## config.mk

```make
export PLATFORM = sky130hd
export DESIGN_NAME = rcr_reassembler
export DESIGN_NICKNAME = d
export VERILOG_FILES = /design/src/rtl/rcr_pkg.sv /design/src/rtl/rcr_tag_pool.sv /design/src/rtl/rcr_order_q.sv /design/src/rtl/rcr_tag_store.sv /design/src/rtl/rcr_reassembler.sv
export SDC_FILE = /design/constraint.sdc
export NUM_CORES = 2
export LEC_CHECK = 0
export CORE_UTILIZATION = 45
export DETAILED_ROUTE_END_ITERATION = 10
export PLACE_DENSITY = 0.6
export SLEW_MARGIN = 20
export SYNTH_ARGS = -nofsm -noshare
export SYNTH_HDL_FRONTEND = slang
export SYNTH_MEMORY_MAX_BITS = 65536
export SYNTH_SLANG_ARGS = --single-unit
```

## constraint.sdc

```tcl
create_clock -name clk -period 5.9 [get_ports clk]
set_clock_uncertainty 0.1 [all_clocks]
set_input_delay 1.475 -clock clk [delete_from_list [all_inputs] [get_ports clk]]
set_output_delay 1.475 -clock clk [all_outputs]
set_load 0.02 [all_outputs]
```

## src/rtl/rcr_pkg.sv

```systemverilog
package rcr_pkg;
  localparam int unsigned RCR_NTAG  = 8;
  localparam int unsigned RCR_TAG_W = 3;
  typedef logic [RCR_TAG_W-1:0] tag_t;
endpackage

```

## src/rtl/rcr_tag_pool.sv

```systemverilog
module rcr_tag_pool
  import rcr_pkg::*;
(
  input  logic                clk,
  input  logic                rst_n,
  input  logic                alloc_en,
  input  logic                rel_en,
  input  tag_t                rel_tag,
  output logic                any_free,
  output tag_t                free_tag,
  output logic [RCR_NTAG-1:0] free_vec
);
  logic [RCR_NTAG-1:0] free_d;

  // lowest-numbered free tag wins
  always_comb begin
    free_tag = '0;
    for (int i = RCR_NTAG - 1; i >= 0; i--) begin
      if (free_vec[i]) free_tag = tag_t'(i);
    end
    any_free = |free_vec;
  end

  always_comb begin
    free_d = free_vec;
    if (alloc_en) free_d[free_tag] = 1'b0;
    if (rel_en)   free_d[rel_tag]  = 1'b1;
  end

  always_ff @(posedge clk or negedge rst_n) begin
    if (!rst_n) free_vec <= '1;
    else        free_vec <= free_d;
  end
endmodule

```

## src/rtl/rcr_order_q.sv

```systemverilog
module rcr_order_q
  import rcr_pkg::*;
(
  input  logic               clk,
  input  logic               rst_n,
  input  logic               push_en,
  input  tag_t               push_tag,
  input  logic               pop_en,
  output tag_t               head_tag,
  output logic               not_empty,
  output logic [RCR_TAG_W:0] count
);
  tag_t               slot_q [RCR_NTAG];
  tag_t               wp_q, rp_q, wp_d, rp_d;
  logic [RCR_TAG_W:0] cnt_d;

  always_comb begin
    wp_d  = push_en ? wp_q + tag_t'(1) : wp_q;
    rp_d  = pop_en  ? rp_q + tag_t'(1) : rp_q;
    cnt_d = count + (RCR_TAG_W+1)'(push_en) - (RCR_TAG_W+1)'(pop_en);
  end

  always_ff @(posedge clk or negedge rst_n) begin
    if (!rst_n) begin
      wp_q  <= '0;
      rp_q  <= '0;
      count <= '0;
    end else begin
      wp_q  <= wp_d;
      rp_q  <= rp_d;
      count <= cnt_d;
    end
  end

  always_ff @(posedge clk) begin
    if (push_en) slot_q[wp_q] <= push_tag;
  end

  assign head_tag  = slot_q[rp_q];
  assign not_empty = (count != '0);
endmodule

```

## src/rtl/rcr_tag_store.sv

```systemverilog
module rcr_tag_store
  import rcr_pkg::*;
#(
  parameter int unsigned DEPTH  = 16,
  parameter int unsigned DATA_W = 32,
  localparam int unsigned LEN_W  = $clog2(DEPTH + 1),
  localparam int unsigned IDX_W  = (DEPTH > 1) ? $clog2(DEPTH) : 1
)(
  input  logic              clk,
  input  logic              rst_n,
  input  logic              alloc_en,
  input  tag_t              alloc_tag,
  input  logic [LEN_W-1:0]  alloc_len,
  input  logic              wr_en,
  input  tag_t              wr_tag,
  input  logic [DATA_W-1:0] wr_data,
  output logic              wr_ok,
  input  logic              rel_en,
  input  tag_t              rel_tag,
  input  tag_t              rd_tag,
  input  logic [IDX_W-1:0]  rd_idx,
  output logic              rd_done,
  output logic [LEN_W-1:0]  rd_len,
  output logic [DATA_W-1:0] rd_data
);
  localparam int unsigned WORDS  = RCR_NTAG * DEPTH;
  localparam int unsigned ADDR_W = $clog2(WORDS);

  logic [LEN_W-1:0]    exp_q [RCR_NTAG];
  logic [LEN_W-1:0]    exp_d [RCR_NTAG];
  logic [LEN_W-1:0]    rcv_q [RCR_NTAG];
  logic [LEN_W-1:0]    rcv_d [RCR_NTAG];
  logic [RCR_NTAG-1:0] act_q, act_d;
  logic [DATA_W-1:0]   mem [WORDS];
  logic [ADDR_W-1:0]   waddr, raddr;
  logic                wr_do;

  assign wr_ok = act_q[wr_tag] && (rcv_q[wr_tag] != exp_q[wr_tag]);
  assign wr_do = wr_en && wr_ok;
  assign waddr = ADDR_W'(wr_tag) * ADDR_W'(DEPTH) + ADDR_W'(rcv_q[wr_tag]);
  assign raddr = ADDR_W'(rd_tag) * ADDR_W'(DEPTH) + ADDR_W'(rd_idx);

  always_comb begin
    exp_d = exp_q;
    rcv_d = rcv_q;
    act_d = act_q;
    if (alloc_en) begin
      exp_d[alloc_tag] = alloc_len;
      rcv_d[alloc_tag] = '0;
      act_d[alloc_tag] = 1'b1;
    end
    if (wr_do)  rcv_d[wr_tag] = rcv_q[wr_tag] + LEN_W'(1);
    if (rel_en) act_d[rel_tag] = 1'b0;
  end

  always_ff @(posedge clk or negedge rst_n) begin
    if (!rst_n) begin
      act_q <= '0;
      for (int i = 0; i < RCR_NTAG; i++) begin
        exp_q[i] <= '0;
        rcv_q[i] <= '0;
      end
    end else begin
      act_q <= act_d;
      exp_q <= exp_d;
      rcv_q <= rcv_d;
    end
  end

  always_ff @(posedge clk) begin
    if (wr_do) mem[waddr] <= wr_data;
  end

  assign rd_done = act_q[rd_tag] && (rcv_q[rd_tag] == exp_q[rd_tag]);
  assign rd_len  = exp_q[rd_tag];
  assign rd_data = mem[raddr];
endmodule

```

## src/rtl/rcr_reassembler.sv

```systemverilog
module rcr_reassembler
  import rcr_pkg::*;
#(
  parameter int unsigned DEPTH  = 16,
  parameter int unsigned DATA_W = 32,
  localparam int unsigned LEN_W  = $clog2(DEPTH + 1)
)(
  input  logic              clk,
  input  logic              rst_n,
  input  logic              req_valid,
  input  logic [LEN_W-1:0]  req_len,
  output logic              req_grant,
  output logic              req_bad,
  output logic [2:0]        req_tag,
  input  logic              cpl_valid,
  input  logic [2:0]        cpl_tag,
  input  logic [DATA_W-1:0] cpl_data,
  output logic              out_valid,
  input  logic              out_ready,
  output logic [DATA_W-1:0] out_data,
  output logic [2:0]        out_tag,
  output logic              out_last,
  output logic              err_flag
);
  localparam int unsigned IDX_W = (DEPTH > 1) ? $clog2(DEPTH) : 1;

  logic                any_free;
  tag_t                free_tag;
  logic [RCR_NTAG-1:0] free_vec;
  tag_t                head_tag;
  logic                q_ne;
  logic [RCR_TAG_W:0]  q_count;
  logic                wr_ok, rd_done;
  logic [LEN_W-1:0]    rd_len;
  logic [IDX_W-1:0]    rd_idx_q, rd_idx_d;
  logic                len_bad, fire, fin, err_d;

  assign len_bad   = (req_len == '0) || (req_len > LEN_W'(DEPTH));
  assign req_bad   = req_valid && len_bad;
  assign req_grant = req_valid && !len_bad && any_free;
  assign req_tag   = free_tag;

  rcr_tag_pool pool_i (
    .clk(clk), .rst_n(rst_n), .alloc_en(req_grant),
    .rel_en(fin), .rel_tag(head_tag),
    .any_free(any_free), .free_tag(free_tag), .free_vec(free_vec)
  );

  rcr_order_q order_i (
    .clk(clk), .rst_n(rst_n), .push_en(req_grant), .push_tag(free_tag),
    .pop_en(fin), .head_tag(head_tag), .not_empty(q_ne), .count(q_count)
  );

  rcr_tag_store #(.DEPTH(DEPTH), .DATA_W(DATA_W)) store_i (
    .clk(clk), .rst_n(rst_n),
    .alloc_en(req_grant), .alloc_tag(free_tag), .alloc_len(req_len),
    .wr_en(cpl_valid), .wr_tag(cpl_tag), .wr_data(cpl_data), .wr_ok(wr_ok),
    .rel_en(fin), .rel_tag(head_tag),
    .rd_tag(head_tag), .rd_idx(rd_idx_q),
    .rd_done(rd_done), .rd_len(rd_len), .rd_data(out_data)
  );

  assign out_valid = q_ne && rd_done;
  assign out_tag   = head_tag;
  assign out_last  = (LEN_W'(rd_idx_q) == rd_len - LEN_W'(1));
  assign fire      = out_valid && out_ready;
  assign fin       = fire && out_last;

  always_comb begin
    rd_idx_d = rd_idx_q;
    if (fin)       rd_idx_d = '0;
    else if (fire) rd_idx_d = rd_idx_q + IDX_W'(1);
    err_d = err_flag | (cpl_valid && !wr_ok);
  end

  always_ff @(posedge clk or negedge rst_n) begin
    if (!rst_n) begin
      rd_idx_q <= '0;
      err_flag <= 1'b0;
    end else begin
      rd_idx_q <= rd_idx_d;
      err_flag <= err_d;
    end
  end
endmodule

```

== Word-level counts from Yosys, hierarchy flattened ==
Memories as Yosys holds them, arrays and structs flattened.
Index checks and enable logic that the tools add are counted.

* $add $sub $neg: 9
* Multiplexer cells: 46
* Eq/ne operators: 3
* $lt $le $gt $ge: 11
* Reduce and logical (&&, ||, !) cells: 21
* Bitwise logic cells: 12

{| class="wikitable"
|+ Operators with widths
! cell !! count
|-
| bitwise mux 40 bit || 2
|-
| two-way mux 40 bit || 2
|-
| binary-select mux 5 bit (select 3 bit) || 4
|-
| two-way mux 5 bit || 10
|-
| AND 40 bit || 1
|-
| inverter 40 bit || 1
|-
| two-way mux 8 bit || 4
|-
| demux 5 bit (select 3 bit) || 2
|-
| two-way mux 3 bit || 8
|-
| AND 8 bit || 2
|-
| inverter 8 bit || 2
|-
| bitwise OR 8 bit || 2
|-
| logical AND 1 bit || 14
|-
| greater-or-equal comparator 4 bit (second input constant) || 3
|-
| < comparator 3 x 4 -> 1 bit (second input constant) || 3
|-
| inverter 3 -> 4 bit || 3
|-
| < comparator 4 x 1 -> 1 bit (second input constant) || 2
|-
| two-way mux 1 bit || 8
|-
| two-way mux 4 bit || 2
|-
| OR reduction 8 bit || 1
|-
| adder 7 x 4 -> 7 bit || 1
|-
| adder 7 x 5 -> 7 bit || 1
|-
| adder 3 x 1 -> 3 bit (second input constant) || 2
|-
| binary-select mux 1 bit (select 3 bit) || 2
|-
| 17 further kinds || 20
|}

* Input bits: 45
* Word-level logic and storage cells: 127
* Bits in registers: 111
* RAM bits: 4120
* Memories: 2

{| class="wikitable"
|+ Memory list
! name !! words !! width !! read ports !! clocked after Yosys merged registers in !! write ports !! RTL line !! source
|-
| store_i.mem || 128 || 32 || 1 || 0 || 1 || rcr_tag_store.sv:34 || <nowiki>logic [DATA_W-1:0] mem [WORDS];</nowiki>
|-
| order_i.slot_q || 8 || 3 || 1 || 0 || 1 || rcr_order_q.sv:13 || <nowiki>tag_t slot_q [RCR_NTAG];</nowiki>
|}

== Longest topological paths before layout ==
* Depth in word-level cells: 18
* Mapped depth: 21
* Mapped depth without buffers: 19

== Hierarchy ==
A second synthesis with hierarchy kept.

* Cell total of the unflattened synthesis: 7091
* Area, all modules: 163444.3 um^2

{| class="wikitable"
|+ By module, submodules not included
! module !! instances !! cells each !! seq. area each (um^2) !! area each (um^2)
|-
| rcr_tag_store || 1 || 6908 || 125200.1 || 161119.5
|-
| rcr_order_q || 1 || 87 || 970.9 || 1473.9
|-
| rcr_tag_pool || 1 || 50 || 210.2 || 454.2
|-
| rcr_reassembler || 1 || 46 || 125.1 || 396.6
|}

== Worst setup path before layout ==
No wires, ideal clock.

* Path kind: input -> register
* Start: input port cpl_tag[2]
* End: memory store_i.mem[74][0], enable pin
* Library setup time: 421 ps
* Stages: 11
* Data arrival time: 5343 ps
* Path slack: 36 ps
* Path through: buf_2 buf_1 buf_1 mux4_2 mux2i_1 xnor2_1 a31oi_1 nand2_1 nor3_1 nand2_1 nor2_1

* Longest elaborated chain between the ends: 9
* Elaborated cells on any way between the ends: 15
* Classes of those cells: add/sub: 1; eq/ne: 1; mux: 10; bitwise: 1; reduce/logical: 2

{| class="wikitable"
|+ RTL lines
! item !! RTL line !! source
|-
| start: declaration || rcr_reassembler.sv:16 || <nowiki>input logic [2:0] cpl_tag,</nowiki>
|-
| branches (longest 9 deep; another with adder 7 x 5 -> 7 bit) || - ||
|-
| end: declaration || rcr_tag_store.sv:34 ||
|}

Several ways; the timed one is not identified. The select of a mux whose other input is x is not followed.

== Final worst setup path ==
* Start: register rd_idx_q[0]
* End: output port out_data[28]

* Longest elaborated chain between the ends: 2

{| class="wikitable"
|+ RTL lines
! item !! RTL line !! source
|-
| start: declaration || rcr_reassembler.sv:35 || <nowiki>logic [IDX_W-1:0] rd_idx_q, rd_idx_d;</nowiki>
|-
| start signal: assignment || rcr_reassembler.sv:81 || <nowiki>rd_idx_q <= rd_idx_d;</nowiki>
|-
| adder 7 x 4 -> 7 bit || rcr_tag_store.sv:41 || <nowiki>assign raddr = ADDR_W'(rd_tag) * ADDR_W'(DEPTH) + ADDR_W'(rd_idx);</nowiki>
|-
| memory (128 x 32 bit) || - ||
|-
| end: declaration || rcr_reassembler.sv:20 || <nowiki>output logic [DATA_W-1:0] out_data,</nowiki>
|}

No other way between the ends.

==> impl_metrics.toml <==
[run_status]
run_status = "finished, violations left"
failed_checks = "setup timing"

[sta]
timing.setup.tns_ns = -3.65
drv_slew = 0
finalWorstPathRequiredPeriod_ns = 6.19
timing.final.crit_share = 1.05
final.hold.worst_slack_ns = 0.389
worstMarginPinSlew_ns = 1.15
final_setup_violation_count = 26
final_setup_slack_of_the_worst_path_ns = -0.293
max_slew_margin = 0.233
rsz_0062_raised_after_global_routing = "true"
final_hold_viol_count = 0
clock.fmax_ghz = 0.161

[worst_setup_path]
critical_path_peak_fanout = 9
ff2ff_path_depth = 21
reg2reg_to = "order_i.count[2]"
timing.critical_path.to_type = "primary output"
cp.required_ns = 4.32
regToRegSetupSlack_ns = 0.64
cp-start-kind = "flop"
worst-endpoint-arrival_ns = 4.62
critical_path.startpoint = "rd_idx_q[0]"
regToRegStartpoint = "order_i.rp_q[0]"
critical_path_class = "flop to primary output"
crit_path_end = "out_data[28]"

[yosys]
ys_top_cells_by_count = "4120 x edfxtp_1, 1296 x mux4_2, 220 x clkbuf_1"
syn-num-nets = 6812
leading_cell_types_by_total_area_after_synthesis = "edfxtp_1 76%, mux4_2 18%, dfrtp_1 1.6%"
postSynthCellCount = 6754
synth.yosys.seq_area_share = 0.777
syn_area_per_cell_um2 = 24.1
synth.largest_area_cell = "edfxtp_1"
yosysUniqueCellTypes = 76
synthArstFlopShare = 0.0262
yosys_register_bits = 4231
synth_warnings = 0
synth_most_common_cell = "edfxtp_1"
mappedNetlistArea_um2 = 163000
synth_largest_type_area_fraction = 0.760
synth_enable_flop_cells = 4120
ys_dominant_reg_cell = "edfxtp_1"

[floorplanning]
chipWidth_um = 603
placeable_core_area_um2 = 359000
dieHeight_um = 603
num_io_pins = 88
row_count = 220
floorplan.initialDensity = 0.453
floorplan.die_area_um2 = 364000

[routing]
routed_wl_um = 470000
viasPerCell = 6.26
routedWlPerCell_um = 36.7
drt_first_pass_iters = 8
number_of_routed_nets_with_antenna_violations = 0
drt_iter0_markers = 11800
drc = 0
routed-via-count = 80300

[finish]
share_of_final_layout_standard_cells_stronger_than_drive_strength_1 = 0.381
layout.filler_cells = 26700
layout-area-overhead-vs-synth_pct = 20.0
layoutNonFillerInstCount = 12800
post_layout_net_count = 7740

[power_and_ir_drop]
p_leak_nw = 61.1
irDropWorstVdd_mv = 0.380
post-layout-total-power_w = 0.0838
power_per_cell_area_nw_per_um2 = 429

[min_path]
holdCritPathClass = "flop to flop"

[placed_design]
placement.setup.worst_slack_ns = -0.557
gpl_wtd_cong = 0.867
dp.cells = 11900
detailed_place_hpwl_um = 279000
number_of_port_buffers = 87

[clock_network]
clk_latency_ns = 0.97
ctsLongestPathBuffers = 4
holdBufCountCts = 0
tritoncts_clock_tree = "built"
htree_num_levels = 5
path_clk_slew_ns = 0.06
total_clock_sinks = 4231
clock_tree.root_cell = "clkbuf_16"
tritoncts.num_buffers = 427

[grt]
grt-ovfl-total = 0
first_global_vias = 80200
gr-usage-met2 = 0.408
grt.busiest_layer = "met2"
met1_resource_use_gr = 0.368
grt_util_all_layers = 0.258
grt_antenna_before_repair = 29
first_pass_grt_wire_length_um = 651000
groute.layer.met3.usage = 0.0495
grt_max_degree = 90

[job]
drv.max_cap_violation_count = 0
## how the worst min path moves through the flow
stage | cells after the start | slack (ns) | from | endpoint
2_1_floorplan | 2 | 0.36 | pool_i.free_vec[4] | pool_i.free_vec[4]
3_3_place_gp | 2 | 0.37 | pool_i.free_vec[4] | pool_i.free_vec[4]
3_5_place_dp | 2 | 0.38 | pool_i.free_vec[5] | pool_i.free_vec[5]
4_1_cts | 2 | 0.39 | pool_i.free_vec[5] | pool_i.free_vec[5]
5_1_grt | 2 | 0.40 | pool_i.free_vec[5] | pool_i.free_vec[5]
6_report | 2 | 0.39 | pool_i.free_vec[5] | pool_i.free_vec[5]
## power breakdown
group | leakage (nW) | switching [W] | internal [W]
Clock | 6.54 | 0.0115 | 0.0148
Combinational | 16.1 | 0.0125 | 0.0113
Sequential | 38.4 | 0.000271 | 0.0334
Total | 61.1 | 0.0243 | 0.0596
## per-stage QoR
step           utilization  area, um^2
6_report             0.543      195000
5_1_grt              0.543      195000
4_1_cts              0.541      195000
3_5_place_dp         0.494      177000
3_3_place_gp         0.493      177000
2_1_floorplan            -      163000
## layer usage
metal  wire length (um)  vias to the layer above  share of wire
met3              44500                      627          0.095
met1             187000                    44100           0.40
li1                   -                    31200              -
met2             223000                     4301           0.47
met5                 27                        -       0.000057
met4              15600                        4          0.033
## worst max-delay path, cell delays in order (launching register included)
cell      delay, ns
dfrtp_4        0.51
buf_12         0.22
buf_16         0.18
buf_16         0.15
mux4_2         0.51
mux4_2         0.63
a22o_1         0.29
a221oi_2       0.20
nand4_1        0.44
buf_4          0.32
buf_12         0.12
## flip-flops by register name, indices dropped and copies added, names as in the netlist
signal and count:
order_i.wp_q 3, order_i.count 4, store_i.mem 4096, order_i.slot_q 24, store_i.rcv_q 40, err_flag 1
pool_i.free_vec 8, order_i.rp_q 3, rd_idx_q 4, store_i.exp_q 40, store_i.act_q 8
## cell families after synthesis
kind of cell             Yosys count  share of synthesized area
adder cells (fa/ha/maj)           13                    0.00105
multiplexers                    1437                      0.189
AND/OR/NAND/NOR                  431                     0.0122
AO/OA/AOI/OAI                    212                    0.00967
flip-flops                      4231                      0.777
buffers and inverters            406                    0.00979
XOR/XNOR                          24                    0.00134
## cell usage in the layout, fill, tap and decap left out, types with 59 or more instances in the layout
master / synthesis / layout
buf_12: 0 / 310
mux4_2: 1296 / 1296
buf_6: 3 / 64
clkinv_2: 0 / 78
nor2_4: 1 / 134
buf_4: 1 / 358
buf_16: 0 / 59
clkinv_1: 0 / 89
edfxtp_1: 4120 / 4120
clkbuf_16: 0 / 436
clkbuf_1: 220 / 106
nand2_1: 120 / 114
dfrtp_1: 103 / 98
mux2i_1: 92 / 81
## area by class of cell
| cell class | instances | area (um^2) | share of cell area |
|---|---|---|---|
| tap | 4773 | 5970 | 0.0306 |
| antenna | 9 | 22.5 | 0.000115 |
| timing repair inverter | 2 | 17.5 | 0.0000897 |
| multi-input combinational | 2118 | 36500 | 0.187 |
| timing repair buffer | 855 | 12500 | 0.0640 |
| clock inverter | 243 | 2220 | 0.0114 |
| sequential | 4231 | 127000 | 0.648 |
| clock buffer | 539 | 11200 | 0.0575 |
| inverter | 47 | 195 | 0.00100 |
## what timing repair did
item / 4_1_cts / 5_1_grt
gates resized for setup: 306 / 65
pin swaps: 35 / 21
hold endpoints to repair: 0 / 0
cloned: 46 / 3
buffers inserted: 98 / 26
setup endpoints to repair: 35 / 34
Note: power is estimated with default switching activity, not from simulation.
